--- src/rtl/mdu_pkg.sv ---
package mdu_pkg;
  typedef enum logic [1:0] {
    OP_UMUL = 2'b00,
    OP_UDIV = 2'b01,
    OP_SMUL = 2'b10,
    OP_SDIV = 2'b11
  } mdu_op_e;

  typedef enum logic [1:0] {
    ST_IDLE = 2'b00,
    ST_RUN  = 2'b01,
    ST_FIX  = 2'b10
  } mdu_state_e;
endpackage

--- src/rtl/mdu_ctrl.sv ---
module mdu_ctrl
  import mdu_pkg::*;
#(
  parameter int ITER = 16
) (
  input  logic clk_i,
  input  logic rst_ni,
  input  logic start_i,
  output logic busy_o,
  output logic load_o,
  output logic step_o,
  output logic finish_o
);
  localparam int CW = (ITER > 1) ? $clog2(ITER) : 1;
  localparam logic [CW-1:0] LAST = CW'(ITER - 1);

  mdu_state_e state_q;
  logic [CW-1:0] cnt_q;

  assign busy_o   = (state_q != ST_IDLE);
  assign load_o   = start_i && (state_q == ST_IDLE);
  assign step_o   = (state_q == ST_RUN);
  assign finish_o = (state_q == ST_FIX);

  always_ff @(posedge clk_i or negedge rst_ni) begin
    if (!rst_ni) begin
      state_q <= ST_IDLE;
      cnt_q   <= '0;
    end else begin
      unique case (state_q)
        ST_IDLE: if (start_i) begin
          state_q <= ST_RUN;
          cnt_q   <= '0;
        end
        ST_RUN: begin
          cnt_q <= cnt_q + 1'b1;
          if (cnt_q == LAST) state_q <= ST_FIX;
        end
        ST_FIX:  state_q <= ST_IDLE;
        default: state_q <= ST_IDLE;
      endcase
    end
  end

  AST_RUN_CONTINUES: assert property (@(posedge clk_i) disable iff (!rst_ni)
    step_o && (cnt_q != LAST) |=> step_o);
  AST_LAST_STEP_FIX: assert property (@(posedge clk_i) disable iff (!rst_ni)
    step_o && (cnt_q == LAST) |=> finish_o);
  AST_FIX_TO_IDLE: assert property (@(posedge clk_i) disable iff (!rst_ni)
    finish_o |=> !busy_o);
endmodule

--- src/rtl/mdu_mul_core.sv ---
module mdu_mul_core #(
  parameter int W = 16
) (
  input  logic           clk_i,
  input  logic           rst_ni,
  input  logic           load_i,
  input  logic           step_i,
  input  logic [W-1:0]   mcand_i,
  input  logic [W-1:0]   mplier_i,
  output logic [2*W-1:0] prod_o
);
  logic [W-1:0] mcand_q, hi_q, lo_q;
  logic [W:0]   sum;

  // add multiplicand when the multiplier lsb is set, then shift right
  assign sum    = {1'b0, hi_q} + (lo_q[0] ? {1'b0, mcand_q} : '0);
  assign prod_o = {hi_q, lo_q};

  always_ff @(posedge clk_i or negedge rst_ni) begin
    if (!rst_ni) begin
      mcand_q <= '0;
      hi_q    <= '0;
      lo_q    <= '0;
    end else if (load_i) begin
      mcand_q <= mcand_i;
      hi_q    <= '0;
      lo_q    <= mplier_i;
    end else if (step_i) begin
      hi_q <= sum[W:1];
      lo_q <= {sum[0], lo_q[W-1:1]};
    end
  end

  AST_MCAND_HELD: assert property (@(posedge clk_i) disable iff (!rst_ni)
    step_i |=> $stable(mcand_q));
endmodule

--- src/rtl/mdu_div_core.sv ---
module mdu_div_core #(
  parameter int W = 16
) (
  input  logic           clk_i,
  input  logic           rst_ni,
  input  logic           load_i,
  input  logic           step_i,
  input  logic [2*W-1:0] num_i,
  input  logic [W-1:0]   den_i,
  output logic [W-1:0]   quo_o,
  output logic [W-1:0]   rem_o,
  output logic           ovf_o
);
  logic [W-1:0] rem_q, quo_q, den_q;
  logic         ovf_q;
  logic [W:0]   trial, diff;
  logic         fits;

  assign trial = {rem_q, quo_q[W-1]};
  assign diff  = trial - {1'b0, den_q};
  assign fits  = (trial >= {1'b0, den_q});

  assign quo_o = quo_q;
  assign rem_o = rem_q;
  assign ovf_o = ovf_q;

  always_ff @(posedge clk_i or negedge rst_ni) begin
    if (!rst_ni) begin
      rem_q <= '0;
      quo_q <= '0;
      den_q <= '0;
      ovf_q <= 1'b0;
    end else if (load_i) begin
      rem_q <= num_i[2*W-1:W];
      quo_q <= num_i[W-1:0];
      den_q <= den_i;
      // quotient needs more than W bits (covers a zero divisor)
      ovf_q <= (num_i[2*W-1:W] >= den_i);
    end else if (step_i) begin
      rem_q <= fits ? diff[W-1:0] : trial[W-1:0];
      quo_q <= {quo_q[W-2:0], fits};
    end
  end

  AST_REM_BELOW_DIVISOR: assert property (@(posedge clk_i) disable iff (!rst_ni)
    step_i && !ovf_q |=> rem_q < den_q);
endmodule

--- src/rtl/acc_muldiv.sv ---
module acc_muldiv
  import mdu_pkg::*;
#(
  parameter int W    = 16,
  parameter int ITER = W
) (
  input  logic         clk_i,
  input  logic         rst_ni,
  input  logic         start_i,
  input  logic [1:0]   op_i,
  input  logic [W-1:0] ac0_i,
  input  logic [W-1:0] ac1_i,
  input  logic [W-1:0] ac2_i,
  input  logic         carry_i,
  output logic         busy_o,
  output logic         done_o,
  output logic [W-1:0] ac0_o,
  output logic [W-1:0] ac1_o,
  output logic         carry_o
);
  localparam int DW = 2 * W;

  logic load, step, finish;
  logic [1:0]   op_q;
  logic [W-1:0] a0_q, a1_q, a2_q;
  logic         cin_q;

  mdu_ctrl #(.ITER(ITER)) u_ctrl (
    .clk_i   (clk_i),
    .rst_ni  (rst_ni),
    .start_i (start_i),
    .busy_o  (busy_o),
    .load_o  (load),
    .step_o  (step),
    .finish_o(finish)
  );

  // operand magnitudes at load time
  logic          sgn_in, n1, n2, n0;
  logic [W-1:0]  mag1, mag2;
  logic [DW-1:0] num_raw, num_mag;

  assign sgn_in  = op_i[1];
  assign n0      = sgn_in & ac0_i[W-1];
  assign n1      = sgn_in & ac1_i[W-1];
  assign n2      = sgn_in & ac2_i[W-1];
  assign mag1    = n1 ? (~ac1_i + 1'b1) : ac1_i;
  assign mag2    = n2 ? (~ac2_i + 1'b1) : ac2_i;
  assign num_raw = {ac0_i, ac1_i};
  assign num_mag = n0 ? (~num_raw + 1'b1) : num_raw;

  logic [DW-1:0] prod;
  logic [W-1:0]  quo_mag, rem_mag;
  logic          pre_ovf;

  mdu_mul_core #(.W(W)) u_mul (
    .clk_i   (clk_i),
    .rst_ni  (rst_ni),
    .load_i  (load),
    .step_i  (step && !op_q[0]),
    .mcand_i (mag2),
    .mplier_i(mag1),
    .prod_o  (prod)
  );

  mdu_div_core #(.W(W)) u_div (
    .clk_i (clk_i),
    .rst_ni(rst_ni),
    .load_i(load),
    .step_i(step && op_q[0]),
    .num_i (num_mag),
    .den_i (mag2),
    .quo_o (quo_mag),
    .rem_o (rem_mag),
    .ovf_o (pre_ovf)
  );

  // sign restore and range check in the final cycle
  logic          sgn_q, prod_neg, num_neg, quo_neg, post_ovf, div_err;
  logic [DW-1:0] prod_s, addend, mac;
  logic [W-1:0]  quo_s, rem_s;

  assign sgn_q    = op_q[1];
  assign prod_neg = sgn_q & (a1_q[W-1] ^ a2_q[W-1]);
  assign num_neg  = sgn_q & a0_q[W-1];
  assign quo_neg  = sgn_q & (a0_q[W-1] ^ a2_q[W-1]);
  assign prod_s   = prod_neg ? (~prod + 1'b1) : prod;
  assign addend   = {{W{sgn_q & a0_q[W-1]}}, a0_q};
  assign mac      = prod_s + addend;
  assign quo_s    = quo_neg ? (~quo_mag + 1'b1) : quo_mag;
  assign rem_s    = num_neg ? (~rem_mag + 1'b1) : rem_mag;
  // magnitude limit is 2^(W-1) for a negative quotient, 2^(W-1)-1 otherwise
  assign post_ovf = sgn_q & quo_mag[W-1] & (!quo_neg || (quo_mag[W-2:0] != '0));
  assign div_err  = pre_ovf | post_ovf;

  always_ff @(posedge clk_i or negedge rst_ni) begin
    if (!rst_ni) begin
      op_q    <= '0;
      a0_q    <= '0;
      a1_q    <= '0;
      a2_q    <= '0;
      cin_q   <= 1'b0;
      done_o  <= 1'b0;
      ac0_o   <= '0;
      ac1_o   <= '0;
      carry_o <= 1'b0;
    end else begin
      done_o <= finish;
      if (load) begin
        op_q  <= op_i;
        a0_q  <= ac0_i;
        a1_q  <= ac1_i;
        a2_q  <= ac2_i;
        cin_q <= carry_i;
      end
      if (finish) begin
        if (!op_q[0]) begin
          ac0_o   <= mac[DW-1:W];
          ac1_o   <= mac[W-1:0];
          carry_o <= cin_q;
        end else if (div_err) begin
          ac0_o   <= a0_q;
          ac1_o   <= a1_q;
          carry_o <= 1'b1;
        end else begin
          ac0_o   <= rem_s;
          ac1_o   <= quo_s;
          carry_o <= 1'b0;
        end
      end
    end
  end

  AST_DONE_NOT_BUSY: assert property (@(posedge clk_i) disable iff (!rst_ni)
    done_o |-> !busy_o);
  AST_DONE_SINGLE: assert property (@(posedge clk_i) disable iff (!rst_ni)
    done_o |=> !done_o);
  AST_BUSY_KEEPS_OPS: assert property (@(posedge clk_i) disable iff (!rst_ni)
    busy_o |=> $stable(op_q) && $stable(a0_q) && $stable(a1_q) && $stable(a2_q));
  AST_DIV_ERR_KEEPS_ACC: assert property (@(posedge clk_i) disable iff (!rst_ni)
    done_o && op_q[0] && carry_o |-> (ac0_o == a0_q) && (ac1_o == a1_q));
  AST_UDIV_REM_RANGE: assert property (@(posedge clk_i) disable iff (!rst_ni)
    done_o && (op_q == OP_UDIV) && !carry_o |-> ac0_o < a2_q);
  AST_MUL_CARRY_PASS: assert property (@(posedge clk_i) disable iff (!rst_ni)
    done_o && !op_q[0] |-> carry_o == cin_q);
  AST_OUT_HOLD: assert property (@(posedge clk_i) disable iff (!rst_ni)
    !busy_o && !done_o |=> $stable(ac0_o) && $stable(ac1_o) && $stable(carry_o));
endmodule

--- config.mk ---
export PLATFORM = sky130hd
export DESIGN_NAME = acc_muldiv
export DESIGN_NICKNAME = d
export VERILOG_FILES = /design/src/rtl/mdu_pkg.sv /design/src/rtl/mdu_ctrl.sv /design/src/rtl/mdu_mul_core.sv /design/src/rtl/mdu_div_core.sv /design/src/rtl/acc_muldiv.sv
export SDC_FILE = /design/constraint.sdc
export NUM_CORES = 1
export LEC_CHECK = 0
export BUFFER_PORTS_ARGS = -buffer_cell sky130_fd_sc_hd__buf_2
export CORE_ASPECT_RATIO = 1.5
export CORE_MARGIN = 1
export CORE_UTILIZATION = 35
export CTS_CLUSTER_DIAMETER = 120
export DETAILED_ROUTE_END_ITERATION = 12
export PLACE_DENSITY_LB_ADDON = 0.08
export SYNTH_ARGS = -nofsm -noshare
export SYNTH_HDL_FRONTEND = slang
export SYNTH_SLANG_ARGS = --single-unit
--- constraint.sdc ---
create_clock -name clk_i -period 8.88 [get_ports clk_i]
set_clock_uncertainty 0.05 [all_clocks]
set_input_delay 1.776 -clock clk_i [delete_from_list [all_inputs] [get_ports clk_i]]
set_output_delay 1.776 -clock clk_i [all_outputs]
set_load 0.05 [all_outputs]
Word level (Yosys, flattened, before mapping)
Cells that the tools add are included.
Storage, ports and cells
  logic and storage cells: 92
  output and inout port bits: 35
  register bits: 172
  input port bits: 54
Cells by class
  reductions and logical operators: 14
  eq/ne operators: 5
  bitwise gates (word level): 17
  order comparisons: 2
  add/sub/neg operators: 10
  multiplexer cells: 27
Operators with widths (count)
  2-to-1 mux 16 bit: 18
  adder 16 x 1 -> 16 bit, second input constant: 4
  adder 32 x 1 -> 32 bit, second input constant: 2
  2-to-1 mux 32 bit: 2
  NOT 16 bit: 4
  NOT 32 bit: 2
  adder 32 bit: 1
  adder 16 x 17 -> 17 bit: 1
  greater-or-equal comparator 17 x 16 -> 1 bit: 1
  greater-or-equal comparator 16 bit: 1
  subtractor 16 bit: 1
  nonzero test 15 bit: 1
  bitwise AND 1 bit: 8
  one-hot mux 4 bit (2 select lines): 1
  nonzero test 2 bit: 4
  adder 4 x 1 -> 4 bit, second input constant: 1
  equality test 4 bit, second input constant: 1
  2-to-1 mux 2 bit: 2
  2-to-1 mux 4 bit: 1
  one-hot mux 2 bit (2 select lines): 1
  AND reduction 2 bit: 2
  logical AND 1 bit: 3
  equality test 2 x 1 -> 1 bit, second input constant: 1
  equality test 2 bit, second input constant: 1
  8 further kinds: 11

Longest topological paths before layout
Gate-level depths: netlist of run 1.
  word-level depth: 8
  gate-level depth with buffers: 21
  gate-level depth less buffers: 19

Modules after synthesis
A second synthesis of run 1 with hierarchy kept.
Unflattened totals
  cells, all modules: 1656
  area, all modules: 14166.1 um^2
Modules (own cells, without submodules)
  acc_muldiv: cells an instance 915, seq. area each 1751.7 um^2, times used 1, area each 7377.1 um^2
  mdu_div_core: cells an instance 427, seq. area each 1226.2 um^2, times used 1, area each 3618.5 um^2
  mdu_mul_core: cells an instance 287, seq. area each 1201.2 um^2, times used 1, area each 2889.0 um^2
  mdu_ctrl: cells an instance 27, seq. area each 150.1 um^2, times used 1, area each 281.5 um^2

Worst setup path after synthesis of run 1
No wires, ideal clock.
  path type: input to register
  from: in ac1_i[12]
  to: reg u_div.ovf_q (netlist: u_div.ovf_o)
  buffers on the path: 1
  data required time: 8703 ps
  slack: 4152 ps
  library setup time: 127 ps
  data arrival time: 4552 ps
  cell stages on the path: 13
  path through: clkbuf_1 -> or3_1 -> or4_1 -> or2_2 -> nor3_1 -> nor2_1 -> xor2_1 -> ha_1 -> a21o_1 -> a211oi_1 -> o21ai_0 -> o211ai_1 -> a21oi_1
On the way
  longest elaborated chain between the ends: 4
Ends and longest elaborated chain
  from (decl): RTL line acc_muldiv.sv:12  | input logic [W-1:0] ac1_i,
  NOT 32 bit: RTL line acc_muldiv.sv:50  | assign num_mag = n0 ? (~num_raw + 1'b1) : num_raw;
  adder 32 x 1 -> 32 bit: RTL line acc_muldiv.sv:50
  2-to-1 mux 32 bit: RTL line acc_muldiv.sv:50
  greater-or-equal comparator 16 bit: RTL line mdu_div_core.sv:38  | ovf_q <= (num_i[2*W-1:W] >= den_i);
  to (signal assigned): RTL line mdu_div_core.sv:38
  to (decl): RTL line mdu_div_core.sv:15  | logic ovf_q;
Every way passes these cells.
A chain may end at the register's enable or synchronous reset.

Worst setup path in the final report of run 1
  from: reg u_mul.lo_q[0]
  to: reg ac0_o[15]
On the way
  longest elaborated chain between the ends: 5
Ends and longest elaborated chain
  from (decl): RTL line mdu_mul_core.sv:12  | logic [W-1:0] mcand_q, hi_q, lo_q;
  from (signal assigned): RTL line mdu_mul_core.sv:27  | lo_q <= mplier_i;
  from (signal assigned): RTL line mdu_mul_core.sv:30  | lo_q <= {sum[0], lo_q[W-1:1]};
  NOT 32 bit: RTL line acc_muldiv.sv:87  | assign prod_s = prod_neg ? (~prod + 1'b1) : prod;
  adder 32 x 1 -> 32 bit: RTL line acc_muldiv.sv:87
  2-to-1 mux 32 bit (*): RTL line acc_muldiv.sv:87
  adder 32 bit (*): RTL line acc_muldiv.sv:89  | assign mac = prod_s + addend;
  2-to-1 mux 16 bit (*): RTL line acc_muldiv.sv:117  | if (!op_q[0]) begin
  to (signal assigned): RTL line acc_muldiv.sv:118  | ac0_o <= mac[DW-1:W];
  to (signal assigned): RTL line acc_muldiv.sv:122  | ac0_o <= a0_q;
  to (signal assigned): RTL line acc_muldiv.sv:126  | ac0_o <= rem_s;
  to (decl): RTL line acc_muldiv.sv:17  | output logic [W-1:0] ac0_o,
Every way passes the cells marked *; elsewhere a longest branch is shown, timed or not.

==> impl_metrics.py, run 1 <==
metrics = {
    "status": {
        "status": "complete, no violations",
    },
    "power_and_ir_drop": {
        "p_seq_share_pct": 23.2,
        "pwr-share-clk_pct": 12.1,
        "leakage_nw": 6.33,
        "p_int_mw": 3.01,
        "p_switching_mw": 3.26,
        "irDropWorstVdd_v": 0.000131,
        "powerDensity_nw_per_um2": 450,
        "p_sw_share_pct": 52.0,
        "p_comb_share_pct": 64.7,
    },
    "routing": {
        "first_pass_iters": 5,
        "wl_met2_mm": 21.0,
        "vias": 11400,
        "wl_met3_mm": 1.61,
        "routed_wl_mm": 41.9,
        "dr.max_layer_used": "met4",
        "drtAntennaViolNets": 0,
        "drt_iter0_drc": 717,
        "drc": 0,
        "wl_per_cell_microns": 19.8,
        "drt-vias-per-instance": 5.37,
        "wl_met1_mm": 18.3,
    },
    "clock_network": {
        "tritoncts": "yes",
        "cts.sinks": 157,
        "clkTransAtPathRegs_ps": 70,
        "cts.path.max_buffers": 2,
        "cts_resized": 0,
        "clk_latency_ps": 460,
        "post-cts-setup-buffers": 0,
        "numCtsBuffers": 17,
        "ctsHtreeMaxLevel": 4,
        "cts_root_buf": "clkbuf_16",
        "hold_buffers": 0,
    },
    "timing": {
        "setup_violations": 0,
        "hold_viol_final": 0,
        "maxClockFrequency_mhz": 199,
        "period_share_pct": 56.6,
        "min_period_ps": 5030,
        "fin_setup_tns_ps": 0,
        "max_slew_margin_pct": 30.0,
        "rsz0062_at_grt": "no",
        "drv_slew": 0,
        "tightest_slew_ps": 1050,
    },
    "yosys": {
        "yosysTopAreaCellShare_pct": 31.4,
        "synth_top_area_cell": "dfrtp_1",
        "ys_types": 69,
        "avgSynthCellArea_sq_um": 7.89,
        "ys_seq_area_share_pct": 31.4,
        "synth_cells": 1587,
        "synth-main-ff-cell": "dfrtp_1",
        "synthTopCellsByCount": "282 x nand2_1, 157 x dfrtp_1, 148 x o21ai_0",
        "synth-edff-count": 0,
        "async_flop_share_pct": 100,
        "ys_seq_elements": 157,
        "yosys_warnings": 0,
        "synth_most_common_cell": "nand2_1",
        "synthTopCellsByArea": "dfrtp_1 31%, ha_1 9.0%, nand2_1 8.4%",
        "syn_nets": 1734,
        "synth_area_sq_um": 12500,
    },
    "floorplanning": {
        "dieWidth_microns": 156,
        "core-area_sq_um": 35100,
        "die_area_sq_um": 36600,
        "boundaryPins": 89,
        "start_util_pct": 35.7,
        "fp-row-count": 84,
        "die_h_microns": 234,
    },
    "layout": {
        "layout-drive-gt1-share_pct": 9.07,
        "fill_cells": 3769,
        "instances_no_fill": 2115,
        "nNetsFinal": 1777,
        "syn_to_final_growth_pct": 11.4,
        "diodes": 0,
    },
    "placement": {
        "place_congestion": 0.890,
        "dp_hpwl_mm": 32.6,
        "dp.cells": 2084,
        "numPortBuffers": 88,
    },
    "setup_path": {
        "critPathKind": "flip-flop to flip-flop",
        "critical_path.max_fanout": 16,
        "required_ps": 9170,
        "max_stage_delay_ps": 440,
        "endpoint_kind": "flip-flop",
        "critPathLaunchType": "flip-flop",
        "crit_arrival_ps": 5320,
        "path_cells": "inv_1, ha_1, nand2b_1, nor3_1, inv_1, or3_1, nor2_1, a21oi_1, xor2_1, ha_1, a21oi_1, o21ai_0, a221oi_1, o21ai_0, a41oi_1, o2bb2ai_1, nor4_1, o32a_1",
        "crit_buf_inv": 2,
        "critical-path-top-delay-family": "compound AO/OA/AOI/OAI gates",
        "cp_slowest_cell": "inv_1",
    },
    "global_routing": {
        "grt_max_degree": 96,
        "antenna_found_initial": 1,
        "grt_pass1_vias": 11000,
        "track_usage_pct": 23.8,
        "grt_overflow_total": 0,
        "grt_pass1_wl_mm": 64.7,
    },
    "flow_run": {
        "max_cap_violations": 0,
    },
    "worst_hold_path": {
        "hold_path_class": "flip-flop to flip-flop",
    },
}
-- metal layers --
layer	track usage, %	up-vias
li1	-	5634
met2	41.9	265
met4	7.81	0
met3	3.28	48
met5	0	-
met1	29.5	5403
-- placed cells by master (no fill, tap or decap), types with 11 or more instances in the layout --
master	netlist	layout
nand2b_1	15	14
o21a_1	13	13
a21oi_1	118	118
a22oi_1	23	23
inv_1	52	52
ha_1	90	90
a31oi_1	27	27
clkbuf_16	0	17
and2_1	12	11
nor4_1	12	12
dfrtp_1	157	156
mux2i_1	19	19
nand3_1	16	16
or3_1	14	14
o211ai_1	15	15
nor2_1	146	145
buf_2	1	87
a21o_1	25	25
nor3_1	35	35
o21ai_0	148	148
o31ai_1	12	12
nand2_1	282	281
xnor2_1	95	95
xor2_1	73	73
-- layout make-up --
cell class	count	area [sq um]	share of cell area [%]
well taps	473	592	4.24
inverters	53	199	1.43
clock inverters	12	136	0.977
multi-input cells	1303	8140	58.3
repair buffers	98	522	3.74
flip-flops and latches	157	3930	28.2
clock buffers	19	443	3.17
-- worst register-to-register path, stage by stage (launching register included) --
cell and delay [ps]:
dfrtp_1 420, inv_1 440, ha_1 260, nand2b_1 100, nor3_1 350, inv_1 90, or3_1 420, nor2_1 170
a21oi_1 100, xor2_1 170, ha_1 390, a21oi_1 210, o21ai_0 170, a221oi_1 300, o21ai_0 220, a41oi_1 360
o2bb2ai_1 220, nor4_1 110, o32a_1 350
-- registers in the layout, indices dropped and copies added (netlist names) --
signal	cells
u_ctrl.state_q	2
u_mul.hi_q	16
u_div.den_q	15
u_mul.lo_q	16
u_div.ovf_o	1
a1_q	16
ac0_o	16
a0_q	16
op_q	2
a2_q	2
u_ctrl.cnt_q	4
ac1_o	16
carry_o	1
cin_q	1
done_o	1
u_div.rem_o	16
u_div.quo_o	16
-- kinds of logic (layout without fill, tap and decap cells) --
logic type,count (synthesis),count (layout),synth area share (%)
simple gates,569,569,19.7
compound gates,448,448,21.8
xor+xnor,168,168,11.7
flops,157,157,31.4
buf+inv,127,182,3.88
fa+ha+maj,93,93,9.47
mux,25,25,2.06
-- stage by stage --
step / total power [mW] / utilization, % / area [sq um] / setup slack (ps) / hold WS, ps
CTS: 6.31 / 39.8 / 14000 / 3860 / 431
floorplan: 4.37 / - / 12500 / 4150 / 390
global placement: 5.49 / 38.1 / 13400 / 3650 / 404
detailed placement: 5.51 / 38.1 / 13400 / 3590 / 412
global route: 6.79 / 39.8 / 14000 / 3450 / 450
finish: 6.28 / 39.8 / 14000 / 3850 / 423
-- power by group through the flow --
stage	registers (mW)	logic, mW	clock network, mW
2_1_floorplan	1.47	2.90	0
3_3_place_gp	1.46	4.03	0
3_5_place_dp	1.46	4.05	0
4_1_cts	1.45	4.07	0.783
5_1_grt	1.50	4.49	0.806
6_report	1.45	4.06	0.761
-- path summary, 6_finish.rpt --
check	start	to	slack, ps	cells after the start
max	u_mul.lo_q[0]$_DFFE_PN0P_	ac0_o[15]$_DFFE_PN0P_	3850	18
min	ac0_o[9]$_DFFE_PN0P_	ac0_o[9]$_DFFE_PN0P_	420	2
max reg2reg	u_mul.lo_q[0]$_DFFE_PN0P_	ac0_o[15]$_DFFE_PN0P_	3850	18
min reg2reg	ac0_o[9]$_DFFE_PN0P_	ac0_o[9]$_DFFE_PN0P_	420	2
max in group asynchronous	rst_ni	u_div.rem_o[15]$_DFFE_PN0P_	5930	2
min in group asynchronous	rst_ni	ac1_o[3]$_DFFE_PN0P_	1370	1
No activity file was read; power rests on OpenSTA's default activity.
==> run 2: changes to the inputs <==
--- a/config.mk
+++ b/config.mk
@@ -5,6 +5,7 @@
 export SDC_FILE = /design/constraint.sdc
 export NUM_CORES = 1
 export LEC_CHECK = 0
+export ABC_AREA = 1
 export BUFFER_PORTS_ARGS = -buffer_cell sky130_fd_sc_hd__buf_2
 export CORE_ASPECT_RATIO = 1.5
 export CORE_MARGIN = 1
==> constraint.sdc (replaced) <==
create_clock -name clk_i -period 5.17 [get_ports clk_i]
set_clock_uncertainty 0.05 [all_clocks]
set_input_delay 1.034 -clock clk_i [delete_from_list [all_inputs] [get_ports clk_i]]
set_output_delay 1.034 -clock clk_i [all_outputs]
set_load 0.05 [all_outputs]
==> impl_metrics.py, run 2 <==
metrics = {
    "status": {
        "status": "complete, no violations",
    },
    "routing": {
        "wl_per_cell_microns": 18.9,
        "routed_wl_mm": 57.2,
        "first_pass_iters": 5,
        "drc": 0,
        "drtAntennaViolNets": 0,
        "drt-vias-per-instance": 5.13,
        "drt_iter0_drc": 965,
        "vias": 15500,
    },
    "floorplanning": {
        "die_h_microns": 254,
        "boundaryPins": 89,
        "dieWidth_microns": 170,
        "fp-row-count": 91,
        "die_area_sq_um": 43100,
        "start_util_pct": 35.8,
        "core-area_sq_um": 41300,
    },
    "setup_path": {
        "critPathLaunch": "u_mul.lo_q[0]$_DFFE_PN0P_",
        "endpoint_kind": "flip-flop",
        "required_ps": 5460,
        "critPathKind": "flip-flop to flip-flop",
        "critical_path.max_fanout": 18,
        "critPathLaunchType": "flip-flop",
        "crit_arrival_ps": 4140,
        "r2r_start": "u_mul.lo_q[0]$_DFFE_PN0P_",
    },
    "clock_network": {
        "cts_resized": 0,
        "cts.sinks": 157,
        "ctsHtreeMaxLevel": 4,
        "cts_root_buf": "clkbuf_16",
        "numCtsBuffers": 17,
        "clk_latency_ps": 460,
        "clkTransAtPathRegs_ps": 80,
        "hold_buffers": 0,
        "cts.path.max_buffers": 2,
        "post-cts-setup-buffers": 0,
        "tritoncts": "yes",
    },
    "timing": {
        "tightest_slew_ps": 962,
        "hold_viol_final": 0,
        "setup_violations": 0,
        "fin_setup_tns_ps": 0,
        "max_slew_margin_pct": 35.9,
        "drv_slew": 0,
        "setup_ws_ps": 1320,
        "period_share_pct": 74.5,
        "rsz0062_at_grt": "no",
        "min_period_ps": 3850,
        "maxClockFrequency_mhz": 260,
    },
    "worst_hold_path": {
        "holdCritStartpoint": "ac1_o[14]$_DFFE_PN0P_",
        "hold_path_class": "flip-flop to flip-flop",
    },
    "placement": {
        "numPortBuffers": 88,
        "place_congestion": 0.915,
        "place_ws_ps": 1320,
        "dp_hpwl_mm": 46.9,
    },
    "yosys": {
        "synth-main-ff-cell": "dfrtp_1",
        "ys_seq_area_share_pct": 26.6,
        "ys_types": 47,
        "yosysTopAreaCellShare_pct": 26.6,
        "synth_cells": 2392,
        "synthTopCellsByCount": "754 x nand2_1, 350 x inv_1, 239 x nor2_1",
        "synthTopCellsByArea": "dfrtp_1 27%, nand2_1 19%, inv_1 8.9%",
        "async_flop_share_pct": 100,
        "yosys_warnings": 0,
        "avgSynthCellArea_sq_um": 6.18,
        "synth_most_common_cell": "nand2_1",
        "synth_top_area_cell": "dfrtp_1",
        "ys_seq_elements": 157,
        "synth_area_sq_um": 14800,
        "syn_nets": 2539,
        "synth-edff-count": 0,
    },
    "layout": {
        "diodes": 0,
        "seq_area_sq_um": 3930,
        "final_common_cell": "nand2_1",
        "final_util_pct": 39.7,
        "syn_to_final_growth_pct": 10.9,
        "nNetsFinal": 2596,
        "layout_common_cells": "753 x nand2_1, 350 x inv_1, 238 x nor2_1",
        "fill_cells": 4540,
        "multi_input_comb_area_sq_um": 9230,
        "layout-drive-gt1-share_pct": 7.31,
    },
    "power_and_ir_drop": {
        "leakage_nw": 8.87,
        "powerDensity_nw_per_um2": 744,
        "irDropWorstVdd_v": 0.000310,
    },
    "global_routing": {
        "grt_pass1_vias": 15200,
        "grt_use_met3_pct": 2.45,
        "antenna_found_initial": 0,
        "top_usage_layer": "met2",
        "grt_pass1_wl_mm": 88.0,
        "met2_usage_pct": 49.7,
        "grt_max_degree": 90,
        "grt_use_met1_pct": 31.3,
        "track_usage_pct": 27.4,
        "grt_overflow_total": 0,
    },
    "flow_run": {
        "max_cap_violations": 0,
    },
}
## run 2: per-layer routing
| layer | vias up | part of all wire (%) |
|---|---|---|
| met5 | - | 0 |
| met4 | 0 | 5.6 |
| met3 | 109 | 3.4 |
| met2 | 373 | 50 |
| met1 | 7220 | 41 |
| li1 | 7789 | - |
## run 2: area by class of cell
class,instances,area share (%)
clock buffers,17,2.59
clock inverters,15,1.26
inverters,357,8.17
multi-input cells,1814,56.3
flip-flops and latches,157,24.0
well taps,558,4.26
repair buffers,102,3.44
## run 2: logic make-up (layout without fill, tap and decap cells)
logic type               Yosys count  in the layout  share of synthesized area, %
buffers and inverters            421            491                          11.1
flip-flops                       157            157                          26.6
AO/OA/AOI/OAI                    331            331                          12.6
adder cells (fa/ha/maj)           93             93                          8.02
XOR/XNOR                          79             79                          4.68
AND/OR/NAND/NOR                 1311           1311                          37.0
## run 2: worst max-delay path, cell delays in order (launching register included)
cell and delay (ps):
dfrtp_1 630, inv_2 160, ha_1 180, nand2_1 70
nor2_1 300, nand3_1 180, o21ai_0 220, xor2_1 90
ha_1 390, nand2_1 130, nor2_1 280, inv_1 70
nor2_1 350, nand4_1 280, nand3_1 160, nand2_1 60
nand3_1 70, a21oi_1 60
## run 2: worst paths after layout
path / slack [ps] / to / cells after the start
max: 1320 / ac0_o[2]$_DFFE_PN0P_ / 17
min: 430 / ac1_o[14]$_DFFE_PN0P_ / 2
max reg2reg: 1320 / ac0_o[2]$_DFFE_PN0P_ / 17
min reg2reg: 430 / ac1_o[14]$_DFFE_PN0P_ / 2
max in group asynchronous: 3550 / u_div.rem_o[13]$_DFFE_PN0P_ / 2
min in group asynchronous: 510 / u_div.ovf_o$_DFFE_PN0P_ / 1
## run 2: metrics by stage
| stage | instances | power (mW) | cell area [sq um] | hold slack [ps] |
|---|---|---|---|---|
| after floorplan | 2392 | 8.34 | 14800 | 399 |
| after global placement | 2988 | 10.8 | 15800 | 409 |
| after detailed placement | 2988 | 10.9 | 15800 | 418 |
| after CTS | 3020 | 12.3 | 16400 | 440 |
| after global routing | 3020 | 13.4 | 16400 | 464 |
| final | 3020 | 12.2 | 16400 | 435 |
## run 2: where the power goes
part | internal [mW] | switching, mW | leakage, nW
Clock | 0.670 | 0.690 | 0.304
Combinational | 2.63 | 5.69 | 6.60
Sequential | 1.81 | 0.721 | 1.97
Total | 5.10 | 7.11 | 8.87
